$ cat src/rtl/chsel_pkg.sv
package chsel_pkg;
   localparam int SEL_OFF  = 0;
   localparam int SEL_TEST = 1;
   localparam int SEL_BASE = 2;
   localparam int SEL_W    = 5;
endpackage

$ cat src/rtl/chsel_select.sv
module chsel_select
   import chsel_pkg::*;
#(
   parameter int NUM_CH = 30,
   parameter int DATA_W = 32
)(
   input  logic                     clk,
   input  logic                     rst_n,
   input  logic [NUM_CH*DATA_W-1:0] ch_data,
   input  logic [NUM_CH-1:0]        ch_valid,
   input  logic [SEL_W-1:0]         sel,
   output logic                     src_en,
   output logic                     src_vld,
   output logic [DATA_W-1:0]        src_data
);
   logic [DATA_W-1:0] lane [NUM_CH];
   logic [DATA_W-1:0] pick_d;
   logic              pick_v;
   logic [SEL_W-1:0]  idx;
   logic [DATA_W-1:0] tcnt;

   for (genvar g = 0; g < NUM_CH; g++) begin : g_lane
      assign lane[g] = ch_data[g*DATA_W +: DATA_W];
   end

   assign idx = sel - SEL_W'(SEL_BASE);

   always_comb begin
      pick_d = '0;
      pick_v = 1'b0;
      for (int i = 0; i < NUM_CH; i++) begin
         if (sel >= SEL_W'(SEL_BASE) && idx == SEL_W'(i)) begin
            pick_d = lane[i];
            pick_v = ch_valid[i];
         end
      end
   end

   always_ff @(posedge clk) begin
      if (!rst_n) begin
         src_en   <= 1'b0;
         src_vld  <= 1'b0;
         src_data <= '0;
         tcnt     <= '0;
      end else begin
         src_en <= (sel != SEL_W'(SEL_OFF));
         if (sel == SEL_W'(SEL_TEST)) begin
            src_vld  <= 1'b1;
            src_data <= tcnt;
            tcnt     <= tcnt + 1'b1;
         end else begin
            tcnt    <= '0;
            src_vld <= pick_v;
            if (pick_v) src_data <= pick_d;
         end
      end
   end


   off_silent_chk: assert property (@(posedge clk) disable iff (!rst_n)
      (sel == SEL_W'(SEL_OFF)) |=> (!src_vld && !src_en));


   test_incr_chk: assert property (@(posedge clk) disable iff (!rst_n)
      (sel == SEL_W'(SEL_TEST) && $past(sel) == SEL_W'(SEL_TEST) && $past(rst_n))
      |=> (src_vld && src_data == $past(src_data) + 1'b1));
endmodule

$ cat src/rtl/chsel_format.sv
module chsel_format #(
   parameter int DATA_W = 32,
   localparam int POS_W = $clog2(DATA_W)
)(
   input  logic [DATA_W-1:0] din,
   input  logic [POS_W-1:0]  pos,
   input  logic              sgn,
   output logic [DATA_W-1:0] dout
);
   always_comb begin
      for (int i = 0; i < DATA_W; i++) begin
         if (POS_W'(i) <= pos) dout[i] = din[i];
         else                  dout[i] = sgn & din[pos];
      end
   end
endmodule

$ cat src/rtl/chsel_decim.sv
module chsel_decim #(
   parameter int DATA_W  = 32,
   parameter int DIV_W   = 16,
   parameter bit HAS_AVG = 1'b1,
   localparam int ACC_W  = DATA_W + DIV_W,
   localparam int SH_W   = $clog2(DIV_W)
)(
   input  logic              clk,
   input  logic              rst_n,
   input  logic              en,
   input  logic              in_vld,
   input  logic [DATA_W-1:0] in_data,
   input  logic [DIV_W-1:0]  div,
   input  logic              avg,
   input  logic              sgn,
   output logic              out_vld,
   output logic [DATA_W-1:0] out_data
);
   logic [DIV_W-1:0]  cnt;
   logic              last;
   logic [SH_W-1:0]   sh;
   logic [DATA_W-1:0] avg_val;

   assign last = (div <= DIV_W'(1)) || (cnt == div - DIV_W'(1));

   always_comb begin
      sh = '0;
      for (int i = 0; i < DIV_W; i++) if (div[i]) sh = SH_W'(i);
   end

   if (HAS_AVG) begin : g_avg
      logic [ACC_W-1:0] acc;
      logic [ACC_W-1:0] sum;
      always_comb begin
         if (sgn) sum = acc + {{DIV_W{in_data[DATA_W-1]}}, in_data};
         else     sum = acc + {{DIV_W{1'b0}}, in_data};
         if (sgn) avg_val = DATA_W'($signed(sum) >>> sh);
         else     avg_val = DATA_W'(sum >> sh);
      end
      always_ff @(posedge clk) begin
         if (!rst_n || !en)   acc <= '0;
         else if (in_vld)     acc <= last ? '0 : sum;
      end
   end else begin : g_pick
      assign avg_val = in_data;
   end

   always_ff @(posedge clk) begin
      if (!rst_n) begin
         cnt      <= '0;
         out_vld  <= 1'b0;
         out_data <= '0;
      end else if (!en) begin
         cnt     <= '0;
         out_vld <= 1'b0;
      end else begin
         out_vld <= 1'b0;
         if (in_vld) begin
            if (last) begin
               cnt      <= '0;
               out_vld  <= 1'b1;
               out_data <= (avg && div > DIV_W'(1)) ? avg_val : in_data;
            end else begin
               cnt <= cnt + 1'b1;
            end
         end
      end
   end


   pass_thru_chk: assert property (@(posedge clk) disable iff (!rst_n)
      (en && in_vld && div <= DIV_W'(1)) |=> out_vld);


   pick_last_chk: assert property (@(posedge clk) disable iff (!rst_n)
      (out_vld && !$past(avg) && $past(div) > DIV_W'(1)) |-> (out_data == $past(in_data)));
endmodule

$ cat src/rtl/chsel_pack.sv
module chsel_pack #(
   parameter int DATA_W = 32,
   localparam int HALF  = DATA_W / 2
)(
   input  logic              clk,
   input  logic              rst_n,
   input  logic              en,
   input  logic              wide,
   input  logic              in_vld,
   input  logic [DATA_W-1:0] in_data,
   output logic              out_vld,
   output logic [DATA_W-1:0] out_data
);
   logic [HALF-1:0] lo;
   logic            phase;

   always_ff @(posedge clk) begin
      if (!rst_n) begin
         lo       <= '0;
         phase    <= 1'b0;
         out_vld  <= 1'b0;
         out_data <= '0;
      end else if (!en) begin
         phase   <= 1'b0;
         out_vld <= 1'b0;
      end else begin
         out_vld <= 1'b0;
         if (in_vld) begin
            if (wide) begin
               out_data <= in_data;
               out_vld  <= 1'b1;
               phase    <= 1'b0;
            end else if (!phase) begin
               lo    <= in_data[HALF-1:0];
               phase <= 1'b1;
            end else begin
               out_data <= {in_data[HALF-1:0], lo};
               out_vld  <= 1'b1;
               phase    <= 1'b0;
            end
         end
      end
   end


   half_first_chk: assert property (@(posedge clk) disable iff (!rst_n)
      (en && !wide && in_vld && !phase) |=> !out_vld);


   wide_each_chk: assert property (@(posedge clk) disable iff (!rst_n)
      (en && wide && in_vld) |=> (out_vld && out_data == $past(in_data)));
endmodule

$ cat src/rtl/chsel_decim_fmt.sv
module chsel_decim_fmt
   import chsel_pkg::*;
#(
   parameter int NUM_CH  = 30,
   parameter int DATA_W  = 32,
   parameter int DIV_W   = 16,
   parameter bit HAS_AVG = 1'b1,
   localparam int POS_W  = $clog2(DATA_W)
)(
   input  logic                     clk,
   input  logic                     rst_n,
   input  logic [NUM_CH*DATA_W-1:0] ch_data,
   input  logic [NUM_CH-1:0]        ch_valid,
   input  logic [SEL_W-1:0]         cfg_sel,
   input  logic [DIV_W-1:0]         cfg_div,
   input  logic                     cfg_avg,
   input  logic [POS_W-1:0]         cfg_sign_pos,
   input  logic                     cfg_wide,
   input  logic                     cfg_signed,
   output logic [DATA_W-1:0]        out_data,
   output logic                     out_valid,
   output logic                     sel_valid
);
   if (NUM_CH < 1 || NUM_CH + SEL_BASE > (1 << SEL_W)) begin : g_bad_ch
      $error("NUM_CH does not fit the source code");
   end
   if (DATA_W < 4 || DATA_W % 2 != 0) begin : g_bad_dw
      $error("DATA_W must be even and at least 4");
   end
   if (DIV_W < 2 || DIV_W > 32) begin : g_bad_div
      $error("DIV_W out of range");
   end

   logic              s1_en, s1_vld, s2_en, s2_vld;
   logic [DATA_W-1:0] s1_data, s1_fmt, s2_data;

   chsel_select #(.NUM_CH(NUM_CH), .DATA_W(DATA_W)) u_sel (
      .clk(clk), .rst_n(rst_n), .ch_data(ch_data), .ch_valid(ch_valid),
      .sel(cfg_sel), .src_en(s1_en), .src_vld(s1_vld), .src_data(s1_data));

   chsel_format #(.DATA_W(DATA_W)) u_fmt (
      .din(s1_data), .pos(cfg_sign_pos), .sgn(cfg_signed), .dout(s1_fmt));

   chsel_decim #(.DATA_W(DATA_W), .DIV_W(DIV_W), .HAS_AVG(HAS_AVG)) u_dec (
      .clk(clk), .rst_n(rst_n), .en(s1_en), .in_vld(s1_vld), .in_data(s1_fmt),
      .div(cfg_div), .avg(cfg_avg), .sgn(cfg_signed),
      .out_vld(s2_vld), .out_data(s2_data));

   always_ff @(posedge clk) begin
      if (!rst_n) s2_en <= 1'b0;
      else        s2_en <= s1_en;
   end

   chsel_pack #(.DATA_W(DATA_W)) u_pack (
      .clk(clk), .rst_n(rst_n), .en(s2_en), .wide(cfg_wide),
      .in_vld(s2_vld), .in_data(s2_data),
      .out_vld(out_valid), .out_data(out_data));

   assign sel_valid = s1_vld;


   drain_order_chk: assert property (@(posedge clk) disable iff (!rst_n)
      (!s1_en && !s2_en && !s2_vld) |=> !out_valid);
endmodule

$ cat config.mk
export PLATFORM = sky130hd
export DESIGN_NAME = chsel_decim_fmt
export DESIGN_NICKNAME = d
export VERILOG_FILES = /design/src/rtl/chsel_pkg.sv /design/src/rtl/chsel_select.sv /design/src/rtl/chsel_format.sv /design/src/rtl/chsel_decim.sv /design/src/rtl/chsel_pack.sv /design/src/rtl/chsel_decim_fmt.sv
export SDC_FILE = /design/constraint.sdc
export NUM_CORES = 1
export LEC_CHECK = 0
export BUFFER_PORTS_ARGS = -buffer_cell sky130_fd_sc_hd__buf_4
export CORE_AREA = 4 4 412 414
export CTS_CLUSTER_DIAMETER = 50
export DETAILED_ROUTE_END_ITERATION = 12
export DIE_AREA = 0 0 416 418
export SYNTH_ARGS = -nofsm -noshare
export SYNTH_HDL_FRONTEND = slang
export SYNTH_SLANG_ARGS = --single-unit
$ cat constraint.sdc
create_clock -name clk -period 11.9 [get_ports clk]
set_input_delay 2.975 -clock clk [delete_from_list [all_inputs] [get_ports clk]]
set_output_delay 2.975 -clock clk [all_outputs]
set_load 0.02 [all_outputs]
==> impl_metrics.tcl, run 1 <==
set metrics [dict create \
    outcome "finished with violations" \
    violations "max-capacitance violations, max-slew violations" \
    layout.nets 5266 \
    synth.area.top_cells "dfxtp_1, a21oi_1, mux2i_1, nand2_1, nor2_1" \
    final-max-slew-violation-count 23 \
    drv_cap 1 \
    die_width_um 416 \
    grt.overflow.total 0 \
    dp.cells 6360 \
    synth_edf_count 0 \
    wl_met2_um 104000 \
    place_area_um2 34400 \
    drc_errors 0 \
    yosysUniqueCellTypes 101 \
    critPathCaptureType "register" \
    worst_clock_skew_ps 25.2 \
    fin_area_um2 35600 \
    wl_met3_um 22200 \
    synth_seq_cells 213 \
    first_iter_violations 4324 \
    topRoutingLayerUsed "met5" \
    synth_commonest_cells "nand2_1, nor2_1, a21oi_1" \
    rsz0062_at_grt "no" \
    yosysTopAreaCell "dfxtp_1" \
    final_cell_count_no_fill 6454 \
    synth_most_common_cell "nand2_1" \
    crit_type "in -> reg" \
    tns_ps 0 \
    wl_per_cell_um 36.6 \
    max_stage_delay_ps 1090 \
    start_util_pct 14.3 \
    met1_length_um 102000 \
    postCtsSetupRepairBufs 0 \
    grt_pass1_wl_um 305000 \
    antenna_found_initial 107 \
    leakagePower_nw 14.2 \
    io_buffers 1054 \
    total_power_mw 3.22 \
    totalWireLength_um 236000 \
    worst-path-buf-inv 2 \
    ir_drop_mv 0.0805 \
    crit_required_ps 12330 \
    vias_per_cell 5.22 \
    path_clk_slew_ps 60 \
    clock_latency_ps 560 \
    power_density_nw_per_um2 90.5 \
    cts_tree "built" \
    syn_nets 4351 \
    dp_hpwl_um 199000 \
    rows 150 \
    min_path_type "reg -> reg" \
    fillers 18900 \
    htree_levels 2 \
    clockBufferDepth 3 \
    grt_usage_pct 25.7 \
    gp_congestion 1.06 \
    ant_nets 0 \
    core_um2 166000 \
    synth_top_area_share_pct 17.9 \
    synthArstFlopShare_pct 0 \
    fp.dieH_um 418 \
    syn_inst 3278 \
    tightest_slew_ps 1550 \
    ys_seq_area_share_pct 17.9 \
    syn2layout_area_growth_pct 49.5 \
    finalWorstSetupSlack_ps 3290 \
    syn_area_per_cell_um2 7.27 \
    cp-start-kind "primary input" \
    cts_inserted_buffers 35 \
    num_vias 33700 \
    cpMaxStageDelayCell "o22ai_1" \
    yosys_warnings 0 \
    dpl_worst_slack_ps 2610 \
    fmax_mhz 116 \
    grt_pass1_vias 32000 \
    crit_arrival_ps 9040 \
    period_minus_slack_ps 8610 \
    slew_headroom_pct -3.80 \
    ys.flop_type "dfxtp_1" \
    grt_max_degree 105 \
    clock-sinks 213 \
    path_cells "buf_6, nor2b_2, a211oi_1, nor3_2, buf_4, nand2_1, o22ai_1, a31oi_1, o21ai_0, a2111oi_0, a221oi_1, a21oi_1" \
    dieArea_um2 174000 \
    hold_buffers 0 \
    final_util_pct 21.4 \
    critical-path-top-delay-family "compound AO/OA/AOI/OAI gates" \
    cts_resized 0 \
    min_period_over_period_pct 72.3 \
    path_max_fanout 35 \
    hold_slack_ps 454 \
    drive_above_1_share_pct 34.2 \
    first_pass_iters 6 \
    ctsRootBufferMaster "clkbuf_16" \
    hold_viol_final 0 \
    setup_viol_count_final 0 \
    io_pins 1055 \
    netlist_area_um2 23800 \
]
[registers in the layout, indices dropped and copies added, names as in the netlist, 16 cells and up]
| name | flops |
|---|---|
| u_sel.tcnt | 32 |
| u_pack.lo | 16 |
| u_dec.cnt | 16 |
| u_sel.src_data | 32 |
| u_pack.out_data | 32 |
| u_dec.g_avg.acc | 47 |
| u_dec.out_data | 32 |
[layout make-up]
| class | instances | area (µm²) | area share (%) |
|---|---|---|---|
| Multi-Input combinational cell | 2754 | 18500 | 52.0 |
| Timing Repair Buffer | 1145 | 8640 | 24.3 |
| Sequential cell | 213 | 4270 | 12.0 |
| Tap cell | 2204 | 2760 | 7.74 |
| Clock buffer | 44 | 970 | 2.72 |
| Clock inverter | 15 | 196 | 0.552 |
| Inverter | 44 | 165 | 0.464 |
| Antenna cell | 35 | 87.6 | 0.246 |
[worst reg2reg max path, delay by kind of cell (launching register included)]
family / cells / cell delay (ps)
compound gates: 7 / 2650
mux: 4 / 1550
simple gates: 3 / 730
fa+ha+maj: 1 / 550
flops: 1 / 300
buf+inv: 1 / 180
[path summary, 6_finish.rpt]
path	startpoint	end	slack (ps)	depth (start not counted)
worst max register to register	u_sel.src_data[0]$_SDFFE_PN0P_	u_dec.out_data[28]$_SDFFE_PN0P_	5840	16
worst max-delay path	cfg_sel[1]	u_sel.src_data[10]$_SDFFE_PN0P_	3290	12
worst min register to register	u_pack.lo[12]$_SDFFE_PN0P_	u_pack.lo[12]$_SDFFE_PN0P_	450	2
worst min-delay path	u_pack.lo[12]$_SDFFE_PN0P_	u_pack.lo[12]$_SDFFE_PN0P_	450	2
[per-layer routing]
layer,vias to the layer above,global-route usage [%]
met5,-,0
met4,32,8.35
met3,295,6.58
met2,2259,39.8
met1,16600,34.7
li1,14500,-
[power breakdown]
group	total [mW]	internal (mW)	switching, mW
clock network	1.05	0.647	0.400
logic	1.39	0.538	0.857
registers	0.782	0.739	0.0428
total	3.22	1.92	1.30
[cells in the final DEF, fill, tap and decap left out, types with 14 or more instances in the layout]
master	synthesis	layout
diode_2	0	35
nor2_1	323	311
o211ai_1	67	67
nor3_1	76	66
o21ai_0	206	204
o22ai_1	90	90
nand4_1	41	41
clkbuf_16	0	35
a222oi_1	32	32
a31oi_1	37	37
a211o_1	16	16
dfxtp_1	213	212
nand2b_1	15	14
a211oi_1	76	76
a21o_1	31	30
or3_1	37	37
a21oi_1	317	314
xnor2_1	42	42
mux4_2	39	39
inv_1	44	40
and3_1	47	46
o221ai_1	26	26
a22oi_1	70	70
buf_4	0	1140
o21ai_1	15	16
nand2_1	340	339
nand3_1	107	105
xor2_1	49	49
mux2_2	104	104
o31ai_1	18	18
mux2i_1	141	141
and2_1	22	22
ha_1	51	50
o21a_1	27	27
a221oi_1	38	38
[cell families after synthesis]
family,count (synthesis),share of synthesized area (%)
muxes,284,14.5
buffers and inverters,311,5.23
DFF,213,17.9
and+or+nand+nor,1085,21.0
AOI/OAI and AO/OA,1238,35.0
adders and majority gates,52,2.76
xor gates and xnor gates,95,3.62
Power figures use the tool's default switching activity.
==> run 2: changes to the inputs <==
==> constraint.sdc (replaced) <==
create_clock -name clk -period 8.6 [get_ports clk]
set_input_delay 2.15 -clock clk [delete_from_list [all_inputs] [get_ports clk]]
set_output_delay 2.15 -clock clk [all_outputs]
set_load 0.02 [all_outputs]
==> run 2 against run 1 <==
Net effect: the flow now finishes without violations; sequential share of layout area about the same; final area increased by 0.11%; total power increased by 35%; count of clock-buffer cells in the layout decreased by 11; clock power increased by 21%; combinational power increased by 44%; final cell count increased by 0.29%; register-to-register slack got worse by 3400 ps; sequential power increased by 38%; critical path depth increased by 6; hold slack improved by 1.6 ps; highest routed layer unchanged.
==> impl_metrics.tcl, run 2 (synthesis gave the netlist of run 1 again) <==
set metrics [dict create \
    outcome "complete, no violations" \
    dieArea_um2 174000 \
    crit_required_ps 9090 \
    num_vias 33200 \
    fin_area_um2 35700 \
    slew_headroom_pct 12.4 \
    hold_buffers 0 \
    tightest_slew_ps 1280 \
    r2r_end "u_dec.out_data[22]$_SDFFE_PN0P_" \
    hold_viol_final 0 \
    period_minus_slack_ps 7450 \
    crit_start "cfg_sign_pos[0]" \
    largest_reg_flops 47 \
    clock_latency_ps 620 \
    final-max-slew-violation-count 0 \
    multi_input_area_um2 18500 \
    grt.overflow.total 0 \
    cp-start-kind "primary input" \
    core_um2 166000 \
    crit_arrival_ps 7940 \
    io_pins 1055 \
    syn2layout_area_growth_pct 49.7 \
    fmax_mhz 134 \
    layout.nets 5292 \
    holdPathEnd "u_pack.lo[8]$_SDFFE_PN0P_" \
    cts_tree "built" \
    grt_pass1_wl_um 306000 \
    gp_congestion 1.04 \
    top_register "u_dec.g_avg.acc" \
    drc_errors 0 \
    fillers 18800 \
    drv_cap 0 \
    path_max_fanout 45 \
    critPathCaptureType "register" \
    grt_pass1_vias 32000 \
    final_util_pct 21.4 \
    reg2reg_depth 16 \
    layout_common_cells "buf_4, nand2_1, a21oi_1, nor2_1, dfxtp_1" \
    worst_clock_skew_ps 59.2 \
    setup_viol_count_final 0 \
    path_clk_slew_ps 60 \
    grt_max_degree 83 \
    min_path_type "reg -> reg" \
    first_iter_violations 4065 \
    start_util_pct 14.3 \
    ctsRootBufferMaster "clkbuf_16" \
    ir_drop_mv 0.165 \
    antenna_found_initial 79 \
    postCtsSetupRepairBufs 0 \
    clockBufferDepth 3 \
    final_common_cell "buf_4" \
    crit_type "in -> reg" \
    hold_path_depth 2 \
    htree_levels 1 \
    seq_area_um2 4270 \
    dp_hpwl_um 205000 \
    holdCritStartpoint "u_pack.lo[8]$_SDFFE_PN0P_" \
    rsz0062_at_grt "no" \
    tns_ps 0 \
    grt_usage_pct 25.8 \
    place_area_um2 34600 \
    rrSetupSlack_ps 2400 \
    wl_per_cell_um 36.8 \
    fp.dieH_um 418 \
    ant_nets 0 \
    io_buffers 1054 \
    vias_per_cell 5.13 \
    totalWireLength_um 238000 \
    cts_resized 0 \
    die_width_um 416 \
    min_period_over_period_pct 86.6 \
    clock-sinks 213 \
    rows 150 \
    cts_inserted_buffers 30 \
    drive_above_1_share_pct 34.6 \
    worstReg2RegStart "u_sel.src_data[0]$_SDFFE_PN0P_" \
    first_pass_iters 6 \
    leakagePower_nw 14.2 \
    power_density_nw_per_um2 122 \
]
-- run 2: changes by cell type in the layout (fill, tap and decap cells not counted), moves of 2 or more --
cell	change
buf_4	+33
clkbuf_8	-6
clkbuf_16	-5
diode_2	-5
inv_8	+3
clkinv_2	-2
-- run 2: worst max path at each step --
stage                                                 end  slack [ps]  cells after the start
after global routing      u_dec.out_data[22]$_SDFFE_PN0P_         900                     17
after global placement    u_dec.out_data[22]$_SDFFE_PN0P_         680                     17
after CTS                 u_dec.out_data[22]$_SDFFE_PN0P_        1270                     17
after detailed placement  u_dec.out_data[22]$_SDFFE_PN0P_         690                     17
after floorplan           u_dec.out_data[10]$_SDFFE_PN0P_        1300                     20
final                     u_dec.out_data[23]$_SDFFE_PN0P_        1150                     18
-- run 2: area by class of cell --
class,count,share of cell area (%)
multi-input combinational,2754,52.0
timing repair buffer,1176,24.8
sequential,213,12.0
tap,2204,7.74
clock buffer,33,2.14
clock inverter,19,0.677
inverter,44,0.463
antenna,30,0.211
-- run 2: power breakdown --
group / total (mW) / switching (mW) / internal [mW]
sequential: 1.08 / 0.0574 / 1.02
clock: 1.27 / 0.553 / 0.720
combinational: 2.00 / 1.23 / 0.765
total: 4.35 / 1.84 / 2.51
-- run 2: critical path, cell delays in order --
cell and delay [ps]:
buf_4 210, mux4_2 550, mux4_2 480, mux2i_1 240, nor2b_4 260, mux2_2 370, ha_1 550, and3_1 310
and3_1 220, and2_1 140, a21boi_2 400, o21ai_1 220, a311oi_1 610, mux2i_1 360, mux2_2 370, mux2i_1 180
nand3_1 110, a31oi_1 180
-- run 2: metrics by stage --
step                      std cells  hold slack (ps)  setup WS (ps)  total power, mW
after CTS                      6443              456           1270             4.35
after detailed placement       6391              448            694             3.07
final                          6473              455           1150             4.35
after global routing           6460              470            898             4.49
after global placement         6391              440            682             3.07
after floorplan                3278              432           1300             1.91
-- run 2: routing by layer --
layer	part of all wire, %	track usage, %	up-vias
met3	8.4	5.74	258
met1	44	35.2	16400
met5	0.083	0	-
li1	-	-	14500
met2	44	40.4	1987
met4	3.4	8.10	28
